<file path="src/rtl/ptw_pkg.sv">
package ptw_pkg;
  parameter int VA_W      = 14;
  parameter int OFF_W     = 6;
  parameter int PTE_BYTES = 4;
  parameter int PA_W      = 16;
  parameter int WORD_W    = 32;

  localparam int IDX_W  = $clog2((1 << OFF_W) / PTE_BYTES);
  localparam int BYTE_W = $clog2(PTE_BYTES);
  localparam int VPN_W  = VA_W - OFF_W;
  localparam int DIR_W  = VPN_W - IDX_W;
  localparam int PPN_W  = PA_W - OFF_W;

  localparam int VLD_BIT = WORD_W - 1;
  localparam int PROT_LO = 16;
  localparam int PROT_HI = PROT_LO + 2;

  typedef enum logic [1:0] {
    FLT_NONE = 2'd0,
    FLT_DIR  = 2'd1,
    FLT_PTE  = 2'd2,
    FLT_PROT = 2'd3
  } fault_e;

  typedef enum logic [1:0] {
    ACC_LOAD  = 2'd0,
    ACC_STORE = 2'd1,
    ACC_FETCH = 2'd2,
    ACC_RSVD  = 2'd3
  } acc_e;

  typedef enum logic [2:0] {
    ST_IDLE, ST_DIR_REQ, ST_DIR_WAIT, ST_PTE_REQ, ST_PTE_WAIT, ST_RESP
  } walk_state_e;
endpackage

</file>
<file path="src/rtl/ptw_addr_gen.sv">
module ptw_addr_gen
  import ptw_pkg::*;
(
  input  logic [DIR_W-1:0] dir_idx_i,
  input  logic [IDX_W-1:0] chunk_idx_i,
  input  logic [PA_W-1:0]  base_i,
  input  logic [PPN_W-1:0] frame_i,
  input  logic             sel_pte_i,
  output logic [PA_W-1:0]  addr_o
);
  logic [PA_W-1:0] dir_addr;
  logic [PA_W-1:0] pte_addr;

  assign dir_addr = base_i + PA_W'({dir_idx_i, {BYTE_W{1'b0}}});

  generate
    if (PPN_W + IDX_W + BYTE_W == PA_W) begin : g_exact
      assign pte_addr = {frame_i, chunk_idx_i, {BYTE_W{1'b0}}};
    end else begin : g_fit
      assign pte_addr = PA_W'({frame_i, chunk_idx_i, {BYTE_W{1'b0}}});
    end
  endgenerate

  assign addr_o = sel_pte_i ? pte_addr : dir_addr;
endmodule

</file>
<file path="src/rtl/ptw_check.sv">
module ptw_check
  import ptw_pkg::*;
(
  input  logic             pte_vld_i,
  input  logic [2:0]       pte_prot_i,
  input  logic [PPN_W-1:0] pte_ppn_i,
  input  acc_e             acc_i,
  input  logic [OFF_W-1:0] offset_i,
  output fault_e           fault_o,
  output logic [PA_W-1:0]  pa_o
);
  logic allowed;

  always_comb begin
    unique case (acc_i)
      ACC_LOAD:  allowed = pte_prot_i[2];
      ACC_STORE: allowed = pte_prot_i[1];
      ACC_FETCH: allowed = pte_prot_i[0];
      default:   allowed = 1'b0;
    endcase
  end

  always_comb begin
    if (!pte_vld_i)    fault_o = FLT_PTE;
    else if (!allowed) fault_o = FLT_PROT;
    else               fault_o = FLT_NONE;
  end

  assign pa_o = (fault_o == FLT_NONE) ? {pte_ppn_i, offset_i} : '0;

  always_comb begin
    if (!pte_vld_i) AST_INVALID_WINS: assert (fault_o == FLT_PTE);
  end
endmodule

</file>
<file path="src/rtl/ptw_walker.sv">
module ptw_walker
  import ptw_pkg::*;
(
  input  logic              clk,
  input  logic              rst_n,
  input  logic              req_valid,
  output logic              req_ready,
  input  logic [VA_W-1:0]   req_va,
  input  logic [1:0]        req_acc,
  input  logic [PA_W-1:0]   pd_base,
  output logic              rsp_valid,
  input  logic              rsp_ready,
  output logic [PA_W-1:0]   rsp_pa,
  output logic [1:0]        rsp_fault,
  output logic              mem_req_valid,
  input  logic              mem_req_ready,
  output logic [PA_W-1:0]   mem_req_addr,
  input  logic              mem_rsp_valid,
  input  logic [WORD_W-1:0] mem_rsp_data
);
  walk_state_e      state_q;
  logic [VA_W-1:0]  va_q;
  acc_e             acc_q;
  logic [PA_W-1:0]  base_q;
  logic [PPN_W-1:0] frame_q;
  logic [PA_W-1:0]  pa_q;
  fault_e           fault_q;
  fault_e           chk_fault;
  logic [PA_W-1:0]  chk_pa;
  logic             unused_bits;

  assign unused_bits = ^{mem_rsp_data[VLD_BIT-1:PROT_HI+1], mem_rsp_data[PROT_LO-1:PPN_W]};

  ptw_addr_gen u_addr (
    .dir_idx_i   (va_q[VA_W-1 -: DIR_W]),
    .chunk_idx_i (va_q[OFF_W +: IDX_W]),
    .base_i      (base_q),
    .frame_i     (frame_q),
    .sel_pte_i   (state_q == ST_PTE_REQ),
    .addr_o      (mem_req_addr)
  );

  ptw_check u_check (
    .pte_vld_i  (mem_rsp_data[VLD_BIT]),
    .pte_prot_i (mem_rsp_data[PROT_HI:PROT_LO]),
    .pte_ppn_i  (mem_rsp_data[PPN_W-1:0]),
    .acc_i      (acc_q),
    .offset_i   (va_q[OFF_W-1:0]),
    .fault_o    (chk_fault),
    .pa_o       (chk_pa)
  );

  always_ff @(posedge clk or negedge rst_n) begin
    if (!rst_n) begin
      state_q <= ST_IDLE;
      va_q    <= '0;
      acc_q   <= ACC_LOAD;
      base_q  <= '0;
      frame_q <= '0;
      pa_q    <= '0;
      fault_q <= FLT_NONE;
    end else begin
      unique case (state_q)
        ST_IDLE: if (req_valid) begin
          va_q    <= req_va;
          acc_q   <= acc_e'(req_acc);
          base_q  <= pd_base;
          state_q <= ST_DIR_REQ;
        end
        ST_DIR_REQ: if (mem_req_ready) state_q <= ST_DIR_WAIT;
        ST_DIR_WAIT: if (mem_rsp_valid) begin
          if (!mem_rsp_data[VLD_BIT]) begin
            fault_q <= FLT_DIR;
            pa_q    <= '0;
            state_q <= ST_RESP;
          end else begin
            frame_q <= mem_rsp_data[PPN_W-1:0];
            state_q <= ST_PTE_REQ;
          end
        end
        ST_PTE_REQ: if (mem_req_ready) state_q <= ST_PTE_WAIT;
        ST_PTE_WAIT: if (mem_rsp_valid) begin
          fault_q <= chk_fault;
          pa_q    <= chk_pa;
          state_q <= ST_RESP;
        end
        ST_RESP: if (rsp_ready) state_q <= ST_IDLE;
        default: state_q <= ST_IDLE;
      endcase
    end
  end

  assign req_ready     = (state_q == ST_IDLE);
  assign mem_req_valid = (state_q == ST_DIR_REQ) || (state_q == ST_PTE_REQ);
  assign rsp_valid     = (state_q == ST_RESP);
  assign rsp_pa        = pa_q;
  assign rsp_fault     = fault_q;

  AST_ONE_AT_A_TIME: assert property (@(posedge clk) disable iff (!rst_n)
    req_valid && req_ready |=> !req_ready);
  AST_BUSY_NO_ACCEPT: assert property (@(posedge clk) disable iff (!rst_n)
    rsp_valid && !rsp_ready |=> !req_ready);
  AST_RSP_HOLD: assert property (@(posedge clk) disable iff (!rst_n)
    rsp_valid && !rsp_ready |=> rsp_valid && $stable(rsp_pa) && $stable(rsp_fault));
  AST_MEM_HOLD: assert property (@(posedge clk) disable iff (!rst_n)
    mem_req_valid && !mem_req_ready |=> mem_req_valid && $stable(mem_req_addr));
  AST_NO_LOAD_AFTER_BAD_DIR: assert property (@(posedge clk) disable iff (!rst_n)
    state_q == ST_DIR_WAIT && mem_rsp_valid && !mem_rsp_data[VLD_BIT]
    |=> rsp_valid && !mem_req_valid && rsp_fault == FLT_DIR);
  AST_FAULT_ZERO_PA: assert property (@(posedge clk) disable iff (!rst_n)
    rsp_valid && rsp_fault != FLT_NONE |-> rsp_pa == '0);
  AST_IDLE_QUIET: assert property (@(posedge clk) disable iff (!rst_n)
    req_ready && !req_valid && mem_rsp_valid |=> req_ready && !mem_req_valid);
endmodule

</file>
<file path="config.mk">
export PLATFORM = sky130hd
export DESIGN_NAME = ptw_walker
export DESIGN_NICKNAME = d
export VERILOG_FILES = /design/src/rtl/ptw_pkg.sv /design/src/rtl/ptw_addr_gen.sv /design/src/rtl/ptw_check.sv /design/src/rtl/ptw_walker.sv
export SDC_FILE = /design/constraint.sdc
export NUM_CORES = 1
export LEC_CHECK = 0
export ABC_AREA = 0
export CELL_PAD_IN_SITES_DETAIL_PLACEMENT = 1
export CELL_PAD_IN_SITES_GLOBAL_PLACEMENT = 2
export CORE_ASPECT_RATIO = 1.25
export CORE_MARGIN = 2
export CORE_UTILIZATION = 42
export DETAILED_ROUTE_END_ITERATION = 7
export DONT_BUFFER_PORTS = 1
export GPL_TIMING_DRIVEN = 0
export PLACE_DENSITY_LB_ADDON = 0.1
export SETUP_SLACK_MARGIN = 0.2
export SLEW_MARGIN = 20
export SYNTH_ARGS = -nofsm -noshare
export SYNTH_HDL_FRONTEND = slang
export SYNTH_SLANG_ARGS = --single-unit
</file>
<file path="constraint.sdc">
create_clock -name clk -period 3.7 [get_ports clk]
set_input_delay 0.185 -clock clk [delete_from_list [all_inputs] [get_ports clk]]
set_output_delay 0.185 -clock clk [all_outputs]
set_load 0.01 [all_outputs]
</file>
# Word level (Yosys, flattened, before mapping)
# Index checks and enable logic that the tools add are counted.
# totals
ff_bits,63
input_bits,70
out_inout_bits,37
elab_cells,52
# op_classes
n_addsub,1
n_eq_ne,14
n_mux,21
n_reduce_logical,9
# op_table
operator,count
$mux W16,5
$pmux W16 S2,1
$mux W3,7
$pmux W3 S6,1
$add A16 B6 Y16,1
$ne A2 B2 Y1 const B,6
$mux W2,5
$eq A3 B2 Y1 const B,2
$eq A3 B3 Y1 const B,2
$reduce_and A6 Y1,1
$logic_not A2 Y1,2
$pmux W2 S2,1
$reduce_and A4 Y1,1
$eq A3 B1 Y1 const B,1
$logic_not A3 Y1,1
$pmux W1 S3,1
$reduce_and A3 Y1,1
$eq A2 B1 Y1 const B,1
$eq A2 B2 Y1 const B,1
$ne A2 B1 Y1 const B,1
$reduce_and A2 Y1,1
$reduce_bool A2 Y1,1
$logic_or A1 B1 Y1,1

# Longest topological paths before layout
# Gate-level depths: netlist of run 1.
# logic_depth
word_depth,8
depth_mapped,7
ltp_nobuf,6

# By module
# A second synthesis of run 1 with hierarchy kept.
# hier_totals
cells_unflattened,346
area_unflattened_um2,3677.3
# by_module_without_submodules
mod,n_inst,cells_each,area_each_um2,seq_area_each_um2
ptw_walker,1,197,2635.0,1576.5
ptw_addr_gen,1,82,539.3,0.0
ptw_check,1,67,503.0,0.0

# Worst setup path after synthesis of run 1
# No wires, ideal clock.
# synth_path
path_type,reg2out
from,reg base_q[3]
to,out mem_req_addr[7]
arrival_ns,1.683
t_required_ns,3.515
slack_ns,1.832
path_stages_with_launch,6
path_buffers,0
path_cell_list,dfrtp_1 ha_1 a211o_1 a21oi_2 mux2_2 nand2_1
# synth_via
elab_chain_cells,2
# synth_rtl
item,line_no,rtl
"start, declared",ptw_walker.sv:24,logic [PA_W-1:0] base_q;
"start signal, assigned",ptw_walker.sv:67,base_q <= pd_base;
$add A16 B6 Y16,ptw_addr_gen.sv:14,"assign dir_addr = base_i + PA_W'({dir_idx_i, {BYTE_W{1'b0}}});"
$mux W16,ptw_addr_gen.sv:24,assign addr_o = sel_pte_i ? pte_addr : dir_addr;
"end, declared",ptw_walker.sv:17,"output logic [PA_W-1:0] mem_req_addr,"
# Every way passes these cells.

# Worst setup path after layout of run 1
# Same ends and word-level chain as after synthesis.

==> results of run 1 <==
-- cell families after synthesis --
logic type / count (synthesis) / share of synthesized area, %
AOI/OAI and AO/OA: 60 / 13.8
DFF: 63 / 50.5
xor gates and xnor gates: 6 / 1.68
and+or+nand+nor: 68 / 11.8
muxes: 45 / 16.1
adders and majority gates: 5 / 2.25
buffers and inverters: 21 / 3.77
-- placed cells by master (no fill, tap or decap), drive strengths merged, types with 5 or more instances in the layout --
cell / count
buf: 15
xnor2: 5
nor2: 8
inv: 8
dlygate4sd3: 43
dfrtp: 63
o21ai: 13
and2: 5
nand3: 9
mux2: 41
a22o: 16
nor2b: 5
clkbuf: 9
nand2: 22
a21oi: 12
-- final cells by class --
cell class,count,area [sq um],area share [%]
flip-flops and latches,63,1580,40.5
clock buffers,9,124,3.19
clock inverters,7,72.6,1.87
plain buffers,14,91.3,2.35
inverters,7,26.3,0.676
well taps,92,115,2.96
repair buffers,44,458,11.8
multi-input cells,184,1430,36.6
-- what timing repair did --
item	CTS	global route
endpoints found under the hold margin	115	0
hold buffers	44	0
resized for setup	0	0
-- power breakdown --
group,leakage (nW),switching (mW),internal (mW)
clock,0.0956,0.293,0.312
combinational,0.785,0.787,0.690
sequential,0.781,0.292,1.02
-- routing by layer --
| layer | share of wire (%) | global-route usage (%) | wire [um] |
|---|---|---|---|
| met5 | 0 | 0 | 0 |
| met4 | 1.6 | 8.60 | 133 |
| met3 | 5.3 | 4.86 | 432 |
| met2 | 52 | 37.3 | 4200 |
| met1 | 41 | 25.7 | 3340 |
-- worst reg2reg max path: cells and delay by family (launching register included) --
family                 cells  cell delay [ns]
buffers and inverters      3             0.58
flip-flops                 1             0.35
multiplexers               1             0.36
AND/OR/NAND/NOR            2             0.59
-- path summary, 6_finish.rpt --
check | startpoint | end | slack [ns] | depth (start not counted)
worst min register to register | base_q[1] | base_q[1] | 0.50 | 1
worst min-delay path | mem_req_ready | state_q[1] | 0.03 | 2
min in group asynchronous | rst_n | va_q[9] | 0.35 | 2
worst max-delay path | base_q[3] | mem_req_addr[7] | 1.23 | 5
worst max register to register | state_q[0] | va_q[0] | 1.71 | 6
max in group asynchronous | rst_n | base_q[6] | 3.05 | 2
-- registers in the layout (all words and copies together) (netlist names) --
name and cells:
base_q 16, rsp_pa 16, frame_q 10, va_q 14
acc_q 2, state_q 3, rsp_fault 2
==> metrics, run 1 <==
Initial DRC Count=146; average cell area after synthesis=11.6 sq um; antenna-violating nets left=0; synthesis-to-finish area growth=24.7%; PwrDens=873 mW/mm^2; outcome=finished clean; Starting Density=42.9%; Post-synth EDFFs=0; vias in the first global route=2,463; CTS tree=built; worst-path cell chain=ha_1, a211o_1, a21oi_2, mux2_2, nand2_1; Peak VDD IR=0.368 mV; DIE WIDTH=81.1 um; count leader, synth=dfrtp_1; async set-reset flop share out of synthesis=100%; RSZ-0062 raised after global routing=no; Leak=1.66 nW; setup total negative slack=0 ns; CP Launch Type=flop; top post-synthesis cells by count=63 x dfrtp_1, 40 x mux2_2, 22 x nand2_1, 16 x a22o_1, 12 x o21ai_0; final slew viol count=0; die area=0.00814 sq mm; Fmax achieved=0.405 GHz; Hold Vio Cnt, Final=0; Slew headroom=50.4%; Layout Cells excl Fill=420; #FFs+latches synth=63; Hold Crit Class=in -> reg; num ports=107; hold_ws=0.0310 ns; Worst path slowest cell=dfrtp_1; largest net degree at the start of global routing=64; Max H-tree Level=3; HPWL after detailed placement=5490 um; number of CTS-inserted buffers=9; top post-synthesis cells by area=dfrtp_1 51%, mux2_2 14%, a22o_1 4.5%; Setup Crit Path Kind=reg -> out; minimum clock period=2.47 ns; grt ovf=0; Top Family by Delay on Critical Path=compound AO/OA/AOI/OAI gates; post-CTS setup buffers=0; DP Worst Slack=1.59 ns; synth warn=0; CTS root buffer=clkbuf_8; Worst-path clk slew=0.08 ns; min setup slack post-route=1.23 ns; Gate Count Post-Synth=268; core area=0.00727 sq mm; area fraction of the dominant cell type after synthesis=50.5%; DP Area=0.00323 sq mm; final RePlAce weighted congestion=0.773; ys flop type=dfrtp_1; CP peak stage delay=0.43 ns; # diodes=0; Worst-Margin Slew=0.739 ns; Fillers=812; FP Rows=35; via/cell ratio=5.47; final setup fails=0; critical path fanouts, max=7; # placed instances=360; drt drc=0; worst-skew pair later-pin latency=0.35 ns; sequential area share after synthesis=50.5%; Synth Cell Area=0.00312 sq mm; first-pass GRT wire length=12,900 um; crit end category=primary output; post-synth cell types=46; Setup Skew=0.0132 ns; clk sink count=63; vias=2,297; Total Wirelength=8110 um; total power=3.39 mW; DR pass1 iterations=5; max cap viols=0; initial antenna violation count=0; PortBufs=0; Final Cycle Share=66.8%; final net count=398; crit path DAT=2.29 ns; die height=100 um; Tot GR Track Use=21.6%; Yosys top cell by area=dfrtp_1; share of layout cells above drive strength 1=23.5%; Syn Nets=343; CTS Buffer Depth=2; fin area=0.00389 sq mm; WL per Instance=19.3 um; Buf/Inv on CP=0; final core utilization=53.5%; Data required, critical path=3.51 ns
No activity file was read; power rests on OpenSTA's default activity.
==> run 2: changes to the inputs <==
--- a/config.mk
+++ b/config.mk
@@ -10,7 +10,7 @@
 export CELL_PAD_IN_SITES_GLOBAL_PLACEMENT = 2
 export CORE_ASPECT_RATIO = 1.25
 export CORE_MARGIN = 2
-export CORE_UTILIZATION = 42
+export CORE_UTILIZATION = 39
 export DETAILED_ROUTE_END_ITERATION = 7
 export DONT_BUFFER_PORTS = 1
 export GPL_TIMING_DRIVEN = 0
==> constraint.sdc (replaced) <==
create_clock -name clk -period 2.3 [get_ports clk]
set_input_delay 0.115 -clock clk [delete_from_list [all_inputs] [get_ports clk]]
set_output_delay 0.115 -clock clk [all_outputs]
set_load 0.01 [all_outputs]
==> metrics, run 2 (same netlist as run 1, synthesis figures left out) <==
outcome=finished clean; Max H-tree Level=3; Hold Crit Class=in -> reg; number of CTS-inserted buffers=9; core area=0.00779 sq mm; # diodes=0; num ports=107; grt met2 use=34.7%; drt drc=0; critical path fanouts, max=4; final slew viol count=0; HPWL after detailed placement=5460 um; first-pass GRT wire length=14,000 um; met1 GRT Util=25.5%; final net count=414; CTS tree=built; grt ovf=0; max cap viols=0; commonest non-fill, non-tap cells in the layout=62 x dfrtp_1, 46 x dlygate4sd3_1, 39 x mux2_2, 20 x nand2_1, 19 x buf_4; Slew headroom=45.0%; Initial DRC Count=75; CP Launch Type=flop; total power=6.20 mW; CTS root buffer=clkbuf_8; die area=0.00873 sq mm; vias in the first global route=2,565; worst-skew pair later-pin latency=0.35 ns; setup total negative slack=0 ns; largest net degree at the start of global routing=64; Data required, critical path=2.18 ns; Setup Skew=0.0111 ns; Total Wirelength=8590 um; final setup fails=0; gr busiest metal=met2; Worst-path clk slew=0.08 ns; Starting Density=40.0%; Final Cycle Share=93.2%; Fillers=817; vias=2,429; PortBufs=0; FP Rows=36; crit path DAT=2.03 ns; Tot GR Track Use=20.5%; clk sink count=63; minimum clock period=2.14 ns; via/cell ratio=5.53; Peak VDD IR=0.687 mV; final RePlAce weighted congestion=0.745; WL per Instance=19.6 um; synthesis-to-finish area growth=34.8%; RSZ-0062 raised after global routing=yes; die height=104 um; PwrDens=1480 mW/mm^2; DIE WIDTH=84.0 um; share of layout cells above drive strength 1=32.3%; antenna-violating nets left=0; crit end category=primary output; DR pass1 iterations=4; Setup Crit Path Kind=reg -> out; CTS Buffer Depth=2; initial antenna violation count=0; Leak=1.78 nW; most common cell after layout, fill and taps aside=dfrtp_1; Worst-Margin Slew=0.820 ns; Fmax achieved=0.466 GHz; Hold Vio Cnt, Final=0; met3 Usage GRT=5.32%
## run 2: cell types whose count changed in the layout (fill, tap and decap cells not counted), moves of 4 or more
cell,before,now
o21ai_0,12,8
ha_1,4,0
ha_4,0,4
nand3_1,8,4
buf_2,7,2
buf_4,6,19
## run 2: metrics by stage
stage / utilization [%] / worst slack (ns) / std cells / hold WS (ns) / instance area, sq um
global route: 53.9 / 0.0982 / 439 / 0.0600 / 4200
detailed placement: 41.6 / 0.252 / 363 / -0.179 / 3240
floorplan: - / 0.502 / 268 / -0.181 / 3120
finish: 53.9 / 0.156 / 439 / 0.0236 / 4200
CTS: 51.9 / 0.0936 / 432 / 0.0137 / 4040
global placement: 41.6 / 0.268 / 363 / -0.179 / 3240
## run 2: routing by layer
metal,wire length [um],vias to the layer above
met1,3650,1240
met3,379,4
met2,4540,66
li1,-,1119
met5,0,-
met4,27,0
## run 2: repair_timing
item                                   in CTS  in global routing
pin swaps                                   7                 13
setup endpoints to repair                  15                 16
buffers inserted                            6                  7
gates resized for setup                    22                 20
endpoints found under the hold margin     118                  0
hold buffers                               47                  0
## run 2: worst paths after layout
| path | slack, ns | depth (start not counted) | startpoint | endpoint |
|---|---|---|---|---|
| max | 0.16 | 6 | base_q[5] | mem_req_addr[9] |
| min | 0.02 | 3 | mem_rsp_valid | rsp_fault[0] |
| max reg2reg | 0.36 | 5 | state_q[2] | rsp_pa[6] |
| min reg2reg | 0.49 | 1 | va_q[5] | rsp_pa[5] |
| max in group asynchronous | 1.68 | 2 | rst_n | base_q[6] |
| min in group asynchronous | 0.36 | 2 | rst_n | base_q[13] |
## run 2: layout make-up
class | instances | area (sq um) | share of cell area [%]
Sequential cell | 63 | 1580 | 37.5
Clock buffer | 9 | 124 | 2.95
Clock inverter | 7 | 56.3 | 1.34
Tap cell | 95 | 119 | 2.83
Timing Repair Buffer | 60 | 589 | 14.0
Inverter | 7 | 26.3 | 0.625
Buffer | 14 | 108 | 2.56
Multi-Input combinational cell | 184 | 1600 | 38.2
## run 2: critical path, stage by stage, from the launching register on
cell and delay [ns]:
dfrtp_1 0.42, ha_4 0.30, o21a_1 0.17, a21oi_4 0.10, buf_6 0.14, or4_4 0.43
nand3_4 0.12
## run 2: power breakdown
part           internal, mW  switching [mW]  total, mW
logic                  1.60            1.56       3.16
registers              1.64           0.507       2.15
clock network         0.402           0.494      0.895
total                  3.64            2.56       6.20
